$ cat src/rtl/dmac_ctl_pkg.sv
package dmac_ctl_pkg;

    localparam int NUM_CH  = 4;
    localparam int BYTE_W  = 8;
    localparam int MODE_W  = 6;
    localparam int IDX_W   = 4;

    typedef enum logic [3:0] {
        OP_NONE,
        OP_CMD,
        OP_REQ,
        OP_SMASK,
        OP_MODE,
        OP_CLRFF,
        OP_MCLR,
        OP_CLRMASK,
        OP_WRMASK
    } wr_op_e;

    typedef enum logic [1:0] {
        RD_NONE,
        RD_STATUS,
        RD_MASK,
        RD_OPEN
    } rd_op_e;

    typedef struct packed {
        logic       set;
        logic [1:0] ch;
    } chan_sel_t;

    function automatic chan_sel_t chan_sel(input logic [BYTE_W-1:0] d);
        chan_sel_t s;
        s.set = d[2];
        s.ch  = d[1:0];
        return s;
    endfunction

    function automatic logic wakes_arbiter(input wr_op_e op);
        return (op == OP_REQ) || (op == OP_SMASK) || (op == OP_MCLR) ||
               (op == OP_CLRMASK) || (op == OP_WRMASK);
    endfunction

endpackage

$ cat src/rtl/dmac_port_decode.sv
module dmac_port_decode
    import dmac_ctl_pkg::*;
#(
    parameter int ADDR_W     = 8,
    parameter int PORT_SHIFT = 1
) (
    input  logic              wr_en,
    input  logic              rd_en,
    input  logic [ADDR_W-1:0] addr,
    output wr_op_e            wr_op,
    output rd_op_e            rd_op
);

    logic [IDX_W-1:0] idx;

    assign idx = IDX_W'(addr >> PORT_SHIFT);

    always_comb begin
        wr_op = OP_NONE;
        if (wr_en) begin
            case (idx)
                4'd0:    wr_op = OP_CMD;
                4'd1:    wr_op = OP_REQ;
                4'd2:    wr_op = OP_SMASK;
                4'd3:    wr_op = OP_MODE;
                4'd4:    wr_op = OP_CLRFF;
                4'd5:    wr_op = OP_MCLR;
                4'd6:    wr_op = OP_CLRMASK;
                4'd7:    wr_op = OP_WRMASK;
                default: wr_op = OP_NONE;
            endcase
        end
    end

    always_comb begin
        rd_op = RD_NONE;
        if (rd_en) begin
            case (idx)
                4'd0:    rd_op = RD_STATUS;
                4'd1:    rd_op = RD_MASK;
                default: rd_op = RD_OPEN;
            endcase
        end
    end

endmodule

$ cat src/rtl/dmac_mask_reg.sv
module dmac_mask_reg
    import dmac_ctl_pkg::*;
#(
    parameter int CH = NUM_CH
) (
    input  logic          clk,
    input  logic          rst,
    input  wr_op_e        wr_op,
    input  chan_sel_t     sel,
    input  logic [CH-1:0] load,
    output logic [CH-1:0] mask_q
);

    always_ff @(posedge clk) begin
        if (rst || wr_op == OP_MCLR) begin
            mask_q <= '1;
        end else begin
            case (wr_op)
                OP_SMASK:   mask_q[sel.ch] <= sel.set;
                OP_CLRMASK: mask_q         <= '0;
                OP_WRMASK:  mask_q         <= load;
                default:    mask_q         <= mask_q;
            endcase
        end
    end

    AST_MCLR_ALL_MASKED: assert property (@(posedge clk) disable iff (rst)
        (wr_op == OP_MCLR) |=> (mask_q == '1));

    AST_CLRALL_EMPTY: assert property (@(posedge clk) disable iff (rst)
        (wr_op == OP_CLRMASK) |=> (mask_q == '0));

    AST_SMASK_OTHERS_KEPT: assert property (@(posedge clk) disable iff (rst)
        (wr_op == OP_SMASK) |=>
        ((mask_q & ~(CH'(1) << $past(sel.ch))) ==
         ($past(mask_q) & ~(CH'(1) << $past(sel.ch)))));

endmodule

$ cat src/rtl/dmac_status_reg.sv
module dmac_status_reg
    import dmac_ctl_pkg::*;
#(
    parameter int CH = NUM_CH
) (
    input  logic            clk,
    input  logic            rst,
    input  wr_op_e          wr_op,
    input  chan_sel_t       sel,
    input  logic            rd_clr,
    input  logic [CH-1:0]   tc_in,
    output logic [2*CH-1:0] status_q
);

    logic [CH-1:0] req_q;
    logic [CH-1:0] tc_q;
    logic [CH-1:0] tc_base;

    assign status_q = {req_q, tc_q};
    assign tc_base  = (rd_clr || wr_op == OP_MCLR) ? '0 : tc_q;

    always_ff @(posedge clk) begin
        if (rst) begin
            tc_q <= '0;
        end else begin
            tc_q <= tc_base | tc_in;
        end
    end

    always_ff @(posedge clk) begin
        if (rst || wr_op == OP_MCLR) begin
            req_q <= '0;
        end else if (wr_op == OP_REQ) begin
            req_q[sel.ch] <= sel.set;
        end
    end

    AST_TC_SET_WINS: assert property (@(posedge clk) disable iff (rst)
        (|tc_in) |=> ((tc_q & $past(tc_in)) == $past(tc_in)));

    AST_RDCLR_KEEPS_REQ: assert property (@(posedge clk) disable iff (rst)
        (rd_clr && wr_op == OP_NONE) |=> $stable(req_q));

    AST_RDCLR_DROPS_TC: assert property (@(posedge clk) disable iff (rst)
        (rd_clr && tc_in == '0) |=> (tc_q == '0));

endmodule

$ cat src/rtl/dmac_ctl_bank.sv
module dmac_ctl_bank
    import dmac_ctl_pkg::*;
#(
    parameter int          ADDR_W     = 8,
    parameter int          PORT_SHIFT = 1,
    parameter logic [7:0]  CMD_REJECT = 8'hF0
) (
    input  logic                     clk,
    input  logic                     rst,
    input  logic                     wr_en,
    input  logic                     rd_en,
    input  logic [ADDR_W-1:0]        addr,
    input  logic [7:0]               wdata,
    output logic [7:0]               rdata,
    input  logic [NUM_CH-1:0]        tc_pulse,
    input  logic                     ff_toggle,
    output logic [NUM_CH-1:0]        chan_mask,
    output logic                     reeval,
    output logic [7:0]               cmd_q,
    output logic [NUM_CH*MODE_W-1:0] mode_q,
    output logic                     ptr_ff
);

    localparam int STAT_W = 2 * NUM_CH;

    wr_op_e            wr_op;
    rd_op_e            rd_op;
    chan_sel_t         sel;
    logic [STAT_W-1:0] status;
    logic              cmd_ok;

    assign sel    = chan_sel(wdata);
    assign cmd_ok = (wdata == 8'h00) || ((wdata & CMD_REJECT) == 8'h00);

    dmac_port_decode #(.ADDR_W(ADDR_W), .PORT_SHIFT(PORT_SHIFT)) u_dec (
        .wr_en (wr_en),
        .rd_en (rd_en),
        .addr  (addr),
        .wr_op (wr_op),
        .rd_op (rd_op)
    );

    dmac_mask_reg #(.CH(NUM_CH)) u_mask (
        .clk    (clk),
        .rst    (rst),
        .wr_op  (wr_op),
        .sel    (sel),
        .load   (wdata[NUM_CH-1:0]),
        .mask_q (chan_mask)
    );

    dmac_status_reg #(.CH(NUM_CH)) u_stat (
        .clk      (clk),
        .rst      (rst),
        .wr_op    (wr_op),
        .sel      (sel),
        .rd_clr   (rd_op == RD_STATUS),
        .tc_in    (tc_pulse),
        .status_q (status)
    );

    always_ff @(posedge clk) begin
        if (rst || wr_op == OP_MCLR) begin
            cmd_q <= '0;
        end else if (wr_op == OP_CMD && cmd_ok) begin
            cmd_q <= wdata;
        end
    end

    always_ff @(posedge clk) begin
        if (rst || wr_op == OP_MCLR || wr_op == OP_CLRFF) begin
            ptr_ff <= 1'b0;
        end else if (ff_toggle) begin
            ptr_ff <= ~ptr_ff;
        end
    end

    generate
        for (genvar c = 0; c < NUM_CH; c++) begin : g_mode
            always_ff @(posedge clk) begin
                if (rst) begin
                    mode_q[c*MODE_W +: MODE_W] <= '0;
                end else if (wr_op == OP_MODE && sel.ch == 2'(c)) begin
                    mode_q[c*MODE_W +: MODE_W] <= wdata[7:8-MODE_W];
                end
            end
        end
    endgenerate

    always_ff @(posedge clk) begin
        if (rst) begin
            reeval <= 1'b0;
        end else begin
            reeval <= wakes_arbiter(wr_op);
        end
    end

    always_comb begin
        case (rd_op)
            RD_STATUS: rdata = status;
            RD_MASK:   rdata = {{(8-NUM_CH){1'b0}}, chan_mask};
            default:   rdata = 8'hFF;
        endcase
    end

    AST_CMD_REJECT_HOLDS: assert property (@(posedge clk) disable iff (rst)
        (wr_en && wr_op == OP_CMD && wdata != 8'h00 && (wdata & CMD_REJECT) != 8'h00)
        |=> $stable(cmd_q));

    AST_REEVAL_AFTER_WRITE: assert property (@(posedge clk) disable iff (rst)
        reeval |-> $past(wr_en));

    AST_HIGH_IDX_NO_EFFECT: assert property (@(posedge clk) disable iff (rst)
        (wr_en && wr_op == OP_NONE) |=> ($stable(chan_mask) && $stable(cmd_q) && !reeval));

    AST_FFCLR_WINS: assert property (@(posedge clk) disable iff (rst)
        (wr_op == OP_CLRFF) |=> !ptr_ff);

endmodule

$ cat config.mk
export PLATFORM = sky130hd
export DESIGN_NAME = dmac_ctl_bank
export DESIGN_NICKNAME = d
export VERILOG_FILES = /design/src/rtl/dmac_ctl_pkg.sv /design/src/rtl/dmac_port_decode.sv /design/src/rtl/dmac_mask_reg.sv /design/src/rtl/dmac_status_reg.sv /design/src/rtl/dmac_ctl_bank.sv
export SDC_FILE = /design/constraint.sdc
export NUM_CORES = 1
export LEC_CHECK = 0
export BUFFER_PORTS_ARGS = -buffer_cell sky130_fd_sc_hd__buf_2
export CAP_MARGIN = 20
export CORE_MARGIN = 4
export CORE_UTILIZATION = 54
export DETAILED_ROUTE_END_ITERATION = 10
export PLACE_DENSITY = 0.87
export RECOVER_POWER = 25
export SLEW_MARGIN = 20
export SYNTH_ARGS = -nofsm -noshare
export SYNTH_HDL_FRONTEND = slang
export SYNTH_SLANG_ARGS = --single-unit
$ cat constraint.sdc
create_clock -name clk -period 3.05 [get_ports clk]
set_clock_uncertainty 0.15 [all_clocks]
set_input_delay 0.305 -clock clk [delete_from_list [all_inputs] [get_ports clk]]
set_output_delay 0.305 -clock clk [all_outputs]
set_load 0.02 [all_outputs]
; Yosys cells after proc, flatten, opt, wreduce, memory -nomap -nowiden
; Memories as Yosys holds them, arrays and structs flattened.
; Index checks and enable logic that the tools add are counted.
; Widths: inputs -> output; s select.
[word_totals]
ff_bits = 46
latch_bits = 0
ram_bits = 0
rom_bits = 32
inputBits = 25
output_inout_bits = 46
memories = 1
[op_classes]
n_addsub = 0
multipliers = 0
div = 0
order_cmp = 2
n_eq_ne = 14
n_shift = 0
n_mux = 11
bitwise_logic = 2
n_reduce_logical = 19
[mem_list]
columns = name, words, word_bits, read_ports, rd_ports_with_merged_regs, wr, line_no
row1 = (no name shown), 8, 4, 1, 0, 0, dmac_port_decode.sv:21  ; case (idx)
[op_table]
columns = cell, count
row1 = $eq 4x3->1 const B, 4
row2 = $logic_not 8->1, 2
row3 = $pmux 8 s2, 1
row4 = $mux 4, 3
row5 = $pmux 4 s3, 1
row6 = $bwmux 4, 2
row7 = $eq 4x1->1 const B, 2
row8 = $eq 4x2->1 const B, 2
row9 = $logic_or 1x1->1, 8
row10 = $eq 2x2->1 const B, 3
row11 = $logic_and 1x1->1, 6
row12 = $eq 2x1->1 const B, 2
row13 = $eq 4x4->1 const B, 1
row14 = $logic_not 4->1, 1
row15 = $or 4x4->4, 1
row16 = $pmux 2 s2, 1
row17 = $lt 2x3->1 const B, 1
row18 = $reduce_bool 3->1, 1
row19 = $demux 1 s2, 1
row20 = $ge 2x1->1 const B, 1
row21 = $logic_not 2->1, 1
row22 = $mux 2, 1
row23 = $mux 1, 1
row24 = $not 1->1, 1

; Logic depth before layout (Yosys ltp)
; Gate-level depths: netlist (run 1).
; An unclocked memory read counts as a cell.
[depth]
word_depth = 8
depth_mapped = 10
mapped_depth_nobuf = 9

; By module
; From an unflattened synthesis (run 1), not the netlist that was laid out.
[unflattened]
cells_unflattened = 238
area_unflattened_um2 = 2303.5
[by_module_without_submodules]
columns = mod, instances, cells_each, area_per_inst_um2
row1 = dmac_ctl_bank, 1, 148, 1516.5
row2 = dmac_status_reg, 1, 34, 336.6
row3 = dmac_mask_reg, 1, 36, 316.6
row4 = dmac_port_decode, 1, 20, 133.9

; Least setup slack after synthesis (run 1)
; OpenSTA, ideal clock, no wires.
[synth_path]
kind = in2out
startpoint = input addr[1]
endpoint = output rdata[4]
arrival_ps = 2022
required_time_ps = 2595
slack_ps = 573
path_stages = 9
n_path_buf = 2
cell_sequence = buf_2 > inv_1 > ha_1 > inv_1 > o41ai_1 > ha_1 > clkbuf_1 > nor2b_1 > a21oi_1
[synth_between]
elab_chain_cells = 5
[synth_rtl]
columns = item, line_no
row1 = from (decl), dmac_ctl_bank.sv:12  ; input logic [ADDR_W-1:0] addr,
row2 = $eq 4x1->1 or $logic_not 4->1 (tied branches), dmac_port_decode.sv:38  ; case (idx)
row3 = $pmux 2 s2 (*), dmac_port_decode.sv:38
row4 = $mux 2 (*), dmac_port_decode.sv:37  ; if (rd_en) begin
row5 = $eq 2x2->1 or $eq 2x1->1 (tied branches), dmac_ctl_bank.sv:99  ; case (rd_op)
row6 = $pmux 8 s2 (*), dmac_ctl_bank.sv:99
row7 = to (decl), dmac_ctl_bank.sv:14  ; output logic [7:0] rdata,
; Every way passes the cells marked *; elsewhere a longest branch is shown, timed or not.

; Worst setup path after layout (run 1)
; Same ends and word-level chain as after synthesis.

==> results.tsv, run 1 <==
metric	value	unit
P&R area growth vs syn	20.8	%
Initial Util	0.572	
clock root buffer	clkbuf_8	
routability cong.	0.856	
area leader, netlist	dfxtp_1	
# diodes	0	
clock tree buffer depth	2	
H-tree Lvls	2	
fmax	364	MHz
Post-CTS Hold Buffers	0	
Slowest-stage cell, CP	o41ai_1	
Period minus WS final	2.75	ns
share of cells above drive strength 1	0.217	
CP Max Fanout	14	
critical path class	input pin to primary output	
fill count	315	
fin crit share	0.902	
Req. time, crit path	2.59	ns
PwrDens	472	nW/um2
Max-Cap Viols	0	
distinct cell type count after synthesis	41	
nets	326	
synth top area cells	dfxtp_1, mux2i_1, nor2_1, ha_1, a21oi_1	
syn avg cell area	9.34	um2
startpoint types	input pin	
post-DR wirelength/cell	16.0	um
RSZ-0062 raised after global routing	no	
Min-Delay Path Class	input pin to flop	
DP Area	2520	um2
post-CTS setup buffer count	0	
initial antenna violation count	0	
Residual DRC	0	
WHS	0.0720	ns
Num CTS Buffers	5	
# rows	22	
pre-CTS WS	0.282	ns
final standard cell area without fillers	2610	um2
Pre-antenna DRT Iters	4	
final setup violating endpoints	0	
PortBufs	66	
Final Max Tran Viols	0	
Max-slew headroom	0.592	
clk slew on worst S/H paths	0.07	ns
first-pass GRT wire length	9.00	mm
critical path's top delay family	buffers and inverters	
area of the multi-input gates	1140	um2
Post-synth EDFFs	0	
top_reg_cell synth	dfxtp_1	
CP max stage delay	0.47	ns
Leak Pwr	1.22	nW
Reg area	921	um2
# IOs	71	
Routed WL	5.48	mm
Core Region	3770	um2
Die Width	71.2	um
latest clock arrival within the worst-skew pair	0.29	ns
final hold viol count	0	
Pwr Total	0.00123	W
setup TNS	0	ns
total gr overflow	0	
Avg Vias per Cell	5.87	
CP Buf/Inv Count	4	
net count after synthesis	262	
DRT iter0 DRCs	95	
PnR worst setup slack	0.299	ns
Worst EP arrival	2.30	ns
FF+latch count, synth	46	
via count	2014	
total global-route track usage	0.221	
crit-path cells	buf_2, inv_1, ha_1, o41ai_1, inv_1, ha_1, nor2b_1, a21oi_1, buf_2	
Yosys warnings	0	
Synth Cell Area	2160	um2
vias in the first global route	1847	
Die Ht	71.2	um
critical path capture point type	primary output	
pin count of the biggest net entering global routing	35	
Die Footprint	5070	um2
Gate Count Post-Synth	231	
status	completed	
Max VDD drop	0.319	mV
Post-DP HPWL	3.91	mm
share of Yosys cell area claimed by the top area cell type	0.427	
register area share after synthesis	0.427	
clock sinks	46	
DRT antenna net count	0	
PostCTS Resize Cnt	0	
CTS tree	done	
share of flip-flops with an asynchronous set or reset	0	
Slew @ Worst Pin	0.612	ns
==> per-stage QoR <==
step / std cells / util
global route: 343 / 0.691
CTS: 343 / 0.698
floorplan: 231 / -
global placement: 336 / 0.669
detailed placement: 336 / 0.669
finish: 343 / 0.691
==> sequential cells by signal, summed over array words and instances, names as in the netlist <==
name and count:
mode_q 24, u_stat.tc_q 4, ptr_ff 1, reeval 1, u_stat.req_q 4, u_mask.mask_q 4
cmd_q 8
==> synthesized netlist by cell type (3+ instances only) <==
library cell	instances
dfxtp_1	46
nor2_1	33
mux2i_1	24
a21oi_1	13
inv_1	13
clkbuf_1	8
nand4_1	7
a31oi_1	6
ha_1	6
o21ai_0	6
a32oi_1	5
and3_1	5
nand2_1	5
nand3_1	5
nor2b_1	5
a221o_1	4
o2111ai_2	4
a31o_2	3
buf_2	3
nor3_1	3
==> layout by cell type (no fill, tap or decap), types with 2 or more instances in the layout <==
master / netlist / layout
a31oi_1: 6 / 6
o2111ai_2: 4 / 4
inv_1: 13 / 13
a21oi_1: 13 / 13
dfxtp_1: 46 / 46
and4_1: 2 / 2
nor2_1: 33 / 33
a211oi_1: 2 / 2
o21ai_0: 6 / 6
clkbuf_8: 0 / 6
a31o_2: 3 / 3
clkbuf_1: 8 / 23
a32oi_1: 5 / 5
buf_4: 0 / 3
o41ai_1: 2 / 2
a221o_1: 4 / 4
o21ai_2: 2 / 2
nand3_1: 5 / 5
o21a_1: 2 / 2
nand4_1: 7 / 7
a2bb2oi_1: 2 / 2
nand2_1: 5 / 5
and3_1: 5 / 5
nor2b_1: 5 / 5
mux2i_1: 24 / 24
buf_2: 3 / 43
nor3_1: 3 / 3
ha_1: 6 / 6
==> worst register-to-register path, delay by kind of cell, from the launching register on <==
kind                   cells  cell delay, ns
flip-flops                 1            0.31
AO/OA/AOI/OAI              2            0.34
buffers and inverters      1            0.05
==> worst paths after layout <==
path                         from  slack, ns              end  cells past startpoint
setup reg to reg  u_stat.req_q[3]       2.13  u_stat.req_q[3]                      3
setup / recovery          addr[1]       0.30         rdata[4]                      9
hold reg to reg          cmd_q[4]       0.34         cmd_q[4]                      1
hold / removal        tc_pulse[1]       0.07   u_stat.tc_q[1]                      3
==> cells by family (layout without fill, tap and decap cells) <==
| logic type | Yosys count | after routing | share of synthesized area |
|---|---|---|---|
| AO/OA/AOI/OAI | 58 | 58 | 0.207 |
| AND/OR/NAND/NOR | 71 | 71 | 0.171 |
| buffers and inverters | 25 | 89 | 0.0452 |
| flip-flops | 46 | 46 | 0.427 |
| multiplexers | 24 | 24 | 0.111 |
| adder cells (fa/ha/maj) | 6 | 6 | 0.0348 |
| XOR/XNOR | 1 | 1 | 0.00406 |
==> cell type report <==
class / count / share of cell area
clock buffers: 6 / 0.0317
flip-flops and latches: 46 / 0.354
repair buffers: 69 / 0.124
inverters: 13 / 0.0187
well taps: 48 / 0.0231
multi-input cells: 160 / 0.437
clock inverters: 1 / 0.0115
==> report_power, final <==
group,internal [W],switching (W)
clock network,0.000262,0.000190
logic,0.0000565,0.000107
registers,0.000609,0.00000531
total,0.000928,0.000302
==> layer usage <==
| layer | vias to the layer above | global-route usage | part of all wire |
|---|---|---|---|
| li1 | 975 | - | - |
| met1 | 946 | 0.277 | 0.42 |
| met2 | 85 | 0.371 | 0.48 |
| met3 | 8 | 0.0568 | 0.084 |
| met4 | 0 | 0.0647 | 0.012 |
| met5 | - | 0 | 0 |
Note: power is estimated with default switching activity, not from simulation.
==> run 2: changes to the inputs <==
Settings changed: BUFFER_PORTS_ARGS -buffer_cell sky130_fd_sc_hd__buf_2 to default, CORE_UTILIZATION 54 to 62, DONT_BUFFER_PORTS from default to 1, PLACE_DENSITY 0.87 to 0.81.
==> results.tsv, run 2 (same netlist as run 1, synthesis figures left out) <==
metric	value	unit	change
# rows	21		-4.5%
via count	1912		-5.1%
Max-slew headroom	0.471		-0.121
CP max stage delay	0.46	ns	about the same
RSZ-0062 raised after global routing	no		
final standard cell area without fillers	2400	um2	-7.8%
PostCTS Resize Cnt	0		unchanged
P&R area growth vs syn	11.3	%	
fin crit share	0.802		-0.100
# IOs	71		unchanged
Residual DRC	0		unchanged
Pre-antenna DRT Iters	4		unchanged
WHS	0.0239	ns	-0.0481 ns
PwrDens	431	nW/um2	-8.7%
Post-DP HPWL	3.83	mm	-1.9%
Period minus WS final	2.44	ns	-0.306 ns
nets	276		-15%
Final Max Tran Viols	0		unchanged
critical path depth in cells	7		-2
Routed WL	5.42	mm	-1.1%
highest-count cells in the layout ignoring fill and taps	dfxtp_1, nor2_1, mux2i_1, dlygate4sd3_1		
Slew @ Worst Pin	0.791	ns	+0.180 ns
Largest regs	mode_q (24), cmd_q (8)		
Leak Pwr	1.06	nW	-13%
DRT iter0 DRCs	145		+53%
critical path's top delay family	compound AO/OA/AOI/OAI gates		
Max VDD drop	0.367	mV	+15%
total global-route track usage	0.251		+0.0303
Num CTS Buffers	5		unchanged
Die Width	67.0	um	-5.9%
final setup violating endpoints	0		unchanged
fmax	409	MHz	+13%
initial antenna violation count	0		unchanged
final hold viol count	0		unchanged
CP Max Fanout	10		-4
CP Buf/Inv Count	2		-2
critical path capture point type	primary output		
latest clock arrival within the worst-skew pair	0.35	ns	+0.06 ns
post-DR wirelength/cell	18.6	um	+16%
# diodes	0		unchanged
commonest non-fill, non-tap cell in the layout	dfxtp_1		
fill count	269		-15%
PortBufs	0		-100%
r2r startpoint	mode_q[11]		
setup TNS	0	ns	unchanged
Req. time, crit path	2.59	ns	about the same
clk slew on worst S/H paths	0.13	ns	+0.06 ns
FF-to-FF path depth	3		unchanged
Die Footprint	4490	um2	-11%
DP Area	2180	um2	-13%
status	completed		
pin count of the biggest net entering global routing	31		-11%
total gr overflow	0		unchanged
Core Util, Final	0.720		+0.0288
share of cells above drive strength 1	0.0854		-0.132
clock root buffer	clkbuf_4		
Core Region	3340	um2	-12%
end of the critical path	rdata[6]		
H-tree Lvls	2		unchanged
Avg Vias per Cell	6.55		+12%
Min-Delay Path Class	input pin to flop		
CTS tree	done		
Slowest-stage cell, CP	ha_1		
most flop-heavy register	mode_q		
crit-path cells	inv_1, ha_1, inv_1, o41ai_1, ha_1, nor2b_1, a21oi_1		
Max-Cap Viols	0		unchanged
vias in the first global route	1785		-3.4%
flop2flop setup slack	1.60	ns	-0.53 ns
r2r endpoint	mode_q[11]		
routability cong.	0.883		+3.1%
critical path class	input pin to primary output		
Pwr Total	0.00103	W	-16%
clock sinks	46		unchanged
first-pass GRT wire length	8.46	mm	-6.1%
startpoint types	input pin		
Worst EP arrival	1.99	ns	-0.31 ns
max reg flops	24		unchanged
clock tree buffer depth	2		unchanged
Die Ht	67.0	um	-5.9%
Initial Util	0.646		+0.0744
DRT antenna net count	0		unchanged
Worst Setup SP	addr[2]		
[run 2: cell count changes in the layout (fill, tap and decap cells not counted), moves of 5 or more]
cell	change
buf_2	-42
clkbuf_4	+5
clkbuf_8	-6
dlygate4sd3_1	+16
clkbuf_1	-22
[run 2: what timing repair did]
| item | 4_1_cts | 5_1_grt |
|---|---|---|
| endpoints found under the setup margin | 0 | 0 |
| buffers inserted | 0 | 0 |
| endpoints found under the hold margin | 39 | 0 |
| hold buffers | 17 | 0 |
[run 2: layout make-up]
| cell class | count | area (um2) | area share |
|---|---|---|---|
| multi-input cells | 160 | 1140 | 0.474 |
| repair buffers | 19 | 180 | 0.0750 |
| clock inverters | 2 | 13.8 | 0.00573 |
| flip-flops and latches | 46 | 921 | 0.384 |
| well taps | 46 | 57.6 | 0.0240 |
| clock buffers | 6 | 41.3 | 0.0172 |
| inverters | 13 | 48.8 | 0.0203 |
[run 2: worst register-to-register path, delay by kind of cell (launching register included)]
family / cells / cell delay (ns)
buf+inv: 1 / 0.57
flops: 1 / 0.40
mux: 1 / 0.18
simple gates: 1 / 0.05
[run 2: where the power goes]
group / switching (W) / leakage, nW / internal, W
registers: 0.0000130 / 0.372 / 0.000610
logic: 0.0000863 / 0.654 / 0.0000500
clock network: 0.000185 / 0.0322 / 0.0000907
[run 2: per-layer routing]
layer / track usage / up-vias / wire (um)
li1: - / 877 / -
met1: 0.302 / 900 / 2090
met2: 0.401 / 113 / 2590
met3: 0.0860 / 22 / 599
met4: 0.114 / 0 / 141
met5: 0 / - / 0
[run 2: worst min-delay path by stage]
| stage | from | endpoint | cells after the start |
|---|---|---|---|
| 2_1_floorplan | tc_pulse[0] | u_stat.tc_q[0] | 2 |
| 3_3_place_gp | rst | u_stat.tc_q[2] | 1 |
| 3_5_place_dp | rst | u_stat.tc_q[3] | 1 |
| 4_1_cts | rst | u_mask.mask_q[0] | 2 |
| 5_1_grt | rst | u_mask.mask_q[0] | 2 |
| 6_report | rst | u_mask.mask_q[0] | 2 |
[run 2: through the flow]
step | worst slack, ns | cells
after floorplan | 0.573 | 231
after global placement | 0.643 | 267
after detailed placement | 0.614 | 267
after CTS | 0.610 | 292
after global routing | 0.391 | 292
final | 0.605 | 292
==> run 3: changes to the inputs <==
Settings changed: CORE_UTILIZATION 62 to 56, PLACE_DENSITY 0.81 to 0.77.
Clock period 3.05 ns to 2.2 ns, I/O delays scaled along.
==> results.tsv, run 3 (same netlist as run 1, synthesis figures left out) <==
metric	value	unit	change
status	completed		
crit-path cells	inv_1, ha_1, inv_1, o41ai_2, inv_1, ha_1, a221o_1		
clock root buffer	clkbuf_8		
fin crit share	0.935		
critical path class	input pin to primary output		
FF-to-FF path depth	3		unchanged
Leak Pwr	1.10	nW	+3.5%
first-pass GRT wire length	8.80	mm	+4.0%
pre-CTS WS	0.0351	ns	-0.579 ns
Core Region	3690	um2	+11%
# IOs	71		unchanged
Max VDD drop	0.660	mV	+80%
fill count	306		+14%
setup TNS	0	ns	unchanged
WHS Path Cells	2		unchanged
Avg Vias per Cell	6.10		-6.8%
H-tree Lvls	2		unchanged
Die Footprint	4910	um2	+9.4%
post-DR wirelength/cell	18.0	um	-2.8%
final setup violating endpoints	0		unchanged
Initial Util	0.585		-0.0616
startpoint types	input pin		
# diodes	0		unchanged
Die Width	70.1	um	+4.6%
PnR worst setup slack	0.143	ns	-0.463 ns
total global-route track usage	0.223		-0.0281
Max-slew headroom	0.610		+0.138
DRT iter0 DRCs	122		-16%
share of cells above drive strength 1	0.137		+0.0512
CTS tree	done		
via count	1812		-5.2%
flop2flop setup slack	1.08	ns	-0.52 ns
PortBufs	0		unchanged
Post-DP HPWL	3.72	mm	-2.8%
CP Max Fanout	4		-6
Slew @ Worst Pin	0.586	ns	-0.206 ns
pin count of the biggest net entering global routing	34		+9.7%
clk slew on worst S/H paths	0.08	ns	-0.05 ns
# rows	22		+4.8%
latest clock arrival within the worst-skew pair	0.29	ns	-0.06 ns
Req. time, crit path	1.83	ns	-0.76 ns
Max-Cap Viols	0		unchanged
Most common cell on crit path	inv_1		
P&R area growth vs syn	15.5	%	
vias in the first global route	1709		-4.3%
fmax	486	MHz	
critical path capture point type	primary output		
Pre-antenna DRT Iters	4		unchanged
Period minus WS final	2.06	ns	
post-CTS setup buffer count	0		unchanged
Worst EP arrival	1.69	ns	-0.30 ns
commonest non-fill, non-tap cell in the layout	dfxtp_1		
final hold viol count	0		unchanged
CP max stage delay	0.38	ns	-0.08 ns
most flop-heavy register	mode_q		
total gr overflow	0		unchanged
initial antenna violation count	0		unchanged
Final Max Tran Viols	0		unchanged
HP Start	addr[4]		
Num CTS Buffers	5		unchanged
max reg flops	24		unchanged
highest-count cells in the layout ignoring fill and taps	dfxtp_1, nor2_1, mux2i_1, dlygate4sd3_1, inv_1		
Largest regs	mode_q (24), cmd_q (8)		
Routed WL	5.36	mm	-1.1%
Min-Delay Path Class	input pin to flop		
PwrDens	627	nW/um2	+45%
Hold Path End	reeval		
routability cong.	0.806		-8.7%
clock tree buffer depth	2		unchanged
RSZ-0062 raised after global routing	no		
nets	279		+1.1%
Die Ht	70.1	um	+4.6%
Slowest-stage cell, CP	a221o_1		
r2r endpoint	ptr_ff		
r2r startpoint	ptr_ff		
clock sinks	46		unchanged
Residual DRC	0		unchanged
Pwr Total	0.00156	W	+51%
DRT antenna net count	0		unchanged
-- run 3: cell count changes in the layout (fill, tap and decap cells not counted) --
cell           previous run  this run
ha_1                      6         5
buf_4                     2         7
a21oi_1                  13         9
o41ai_1                   2         0
o41ai_2                   0         2
a21oi_2                   0         4
nor2b_1                   5         4
clkbuf_8                  0         5
clkbuf_4                  5         0
ha_2                      0         1
dlygate4sd3_1            16        14
nor2b_4                   0         1
-- run 3: how the worst max path moves through the flow --
stage	endpoint	slack (ns)	cells after the start	startpoint
2_1_floorplan	rdata[0]	0.01	8	addr[1]
3_3_place_gp	rdata[5]	0.12	8	addr[2]
3_5_place_dp	rdata[5]	0.04	9	addr[2]
4_1_cts	rdata[5]	0.03	9	addr[2]
5_1_grt	rdata[3]	0.03	7	addr[2]
6_report	rdata[3]	0.14	7	addr[2]
-- run 3: power breakdown --
group | total [W] | switching, W | internal (W)
clock | 0.000496 | 0.000272 | 0.000224
sequential | 0.000862 | 0.0000177 | 0.000845
combinational | 0.000203 | 0.000123 | 0.0000805
-- run 3: final cells by class --
class,instances,area (um2),share of cell area
clock buffer,6,72.6,0.0291
clock inverter,2,13.8,0.00552
inverter,13,48.8,0.0196
multi-input combinational,160,1180,0.473
sequential,46,921,0.369
tap,48,60.1,0.0241
timing repair buffer,22,198,0.0793
-- run 3: per-stage QoR --
step	hold WS (ns)	utilization	cell area [um2]	cells
final	0.0223	0.676	2490	297
after global routing	0.0437	0.676	2490	297
after CTS	0.0142	0.673	2480	297
after detailed placement	0.148	0.609	2250	274
after global placement	0.146	0.609	2250	274
after floorplan	0.188	-	2190	231
-- run 3: critical path, delay by kind of cell --
kind,cells,cell delay [ns]
adders and majority gates,2,0.54
buffers and inverters,3,0.20
AOI/OAI and AO/OA,2,0.71
-- run 3: repair_timing --
action,in CTS,in global routing
hold buffers,15,0
hold endpoints to repair,41,0
endpoints found under the setup margin,0,8
resized for setup,0,3
-- run 3: metal layers --
metal / routed length [um] / global-route usage / vias to the layer above / part of all wire
met2: 2510 / 0.344 / 82 / 0.47
li1: - / - / 880 / -
met5: 0 / 0 / - / 0
met1: 2250 / 0.285 / 836 / 0.42
met3: 463 / 0.0763 / 14 / 0.086
met4: 135 / 0.0872 / 0 / 0.025
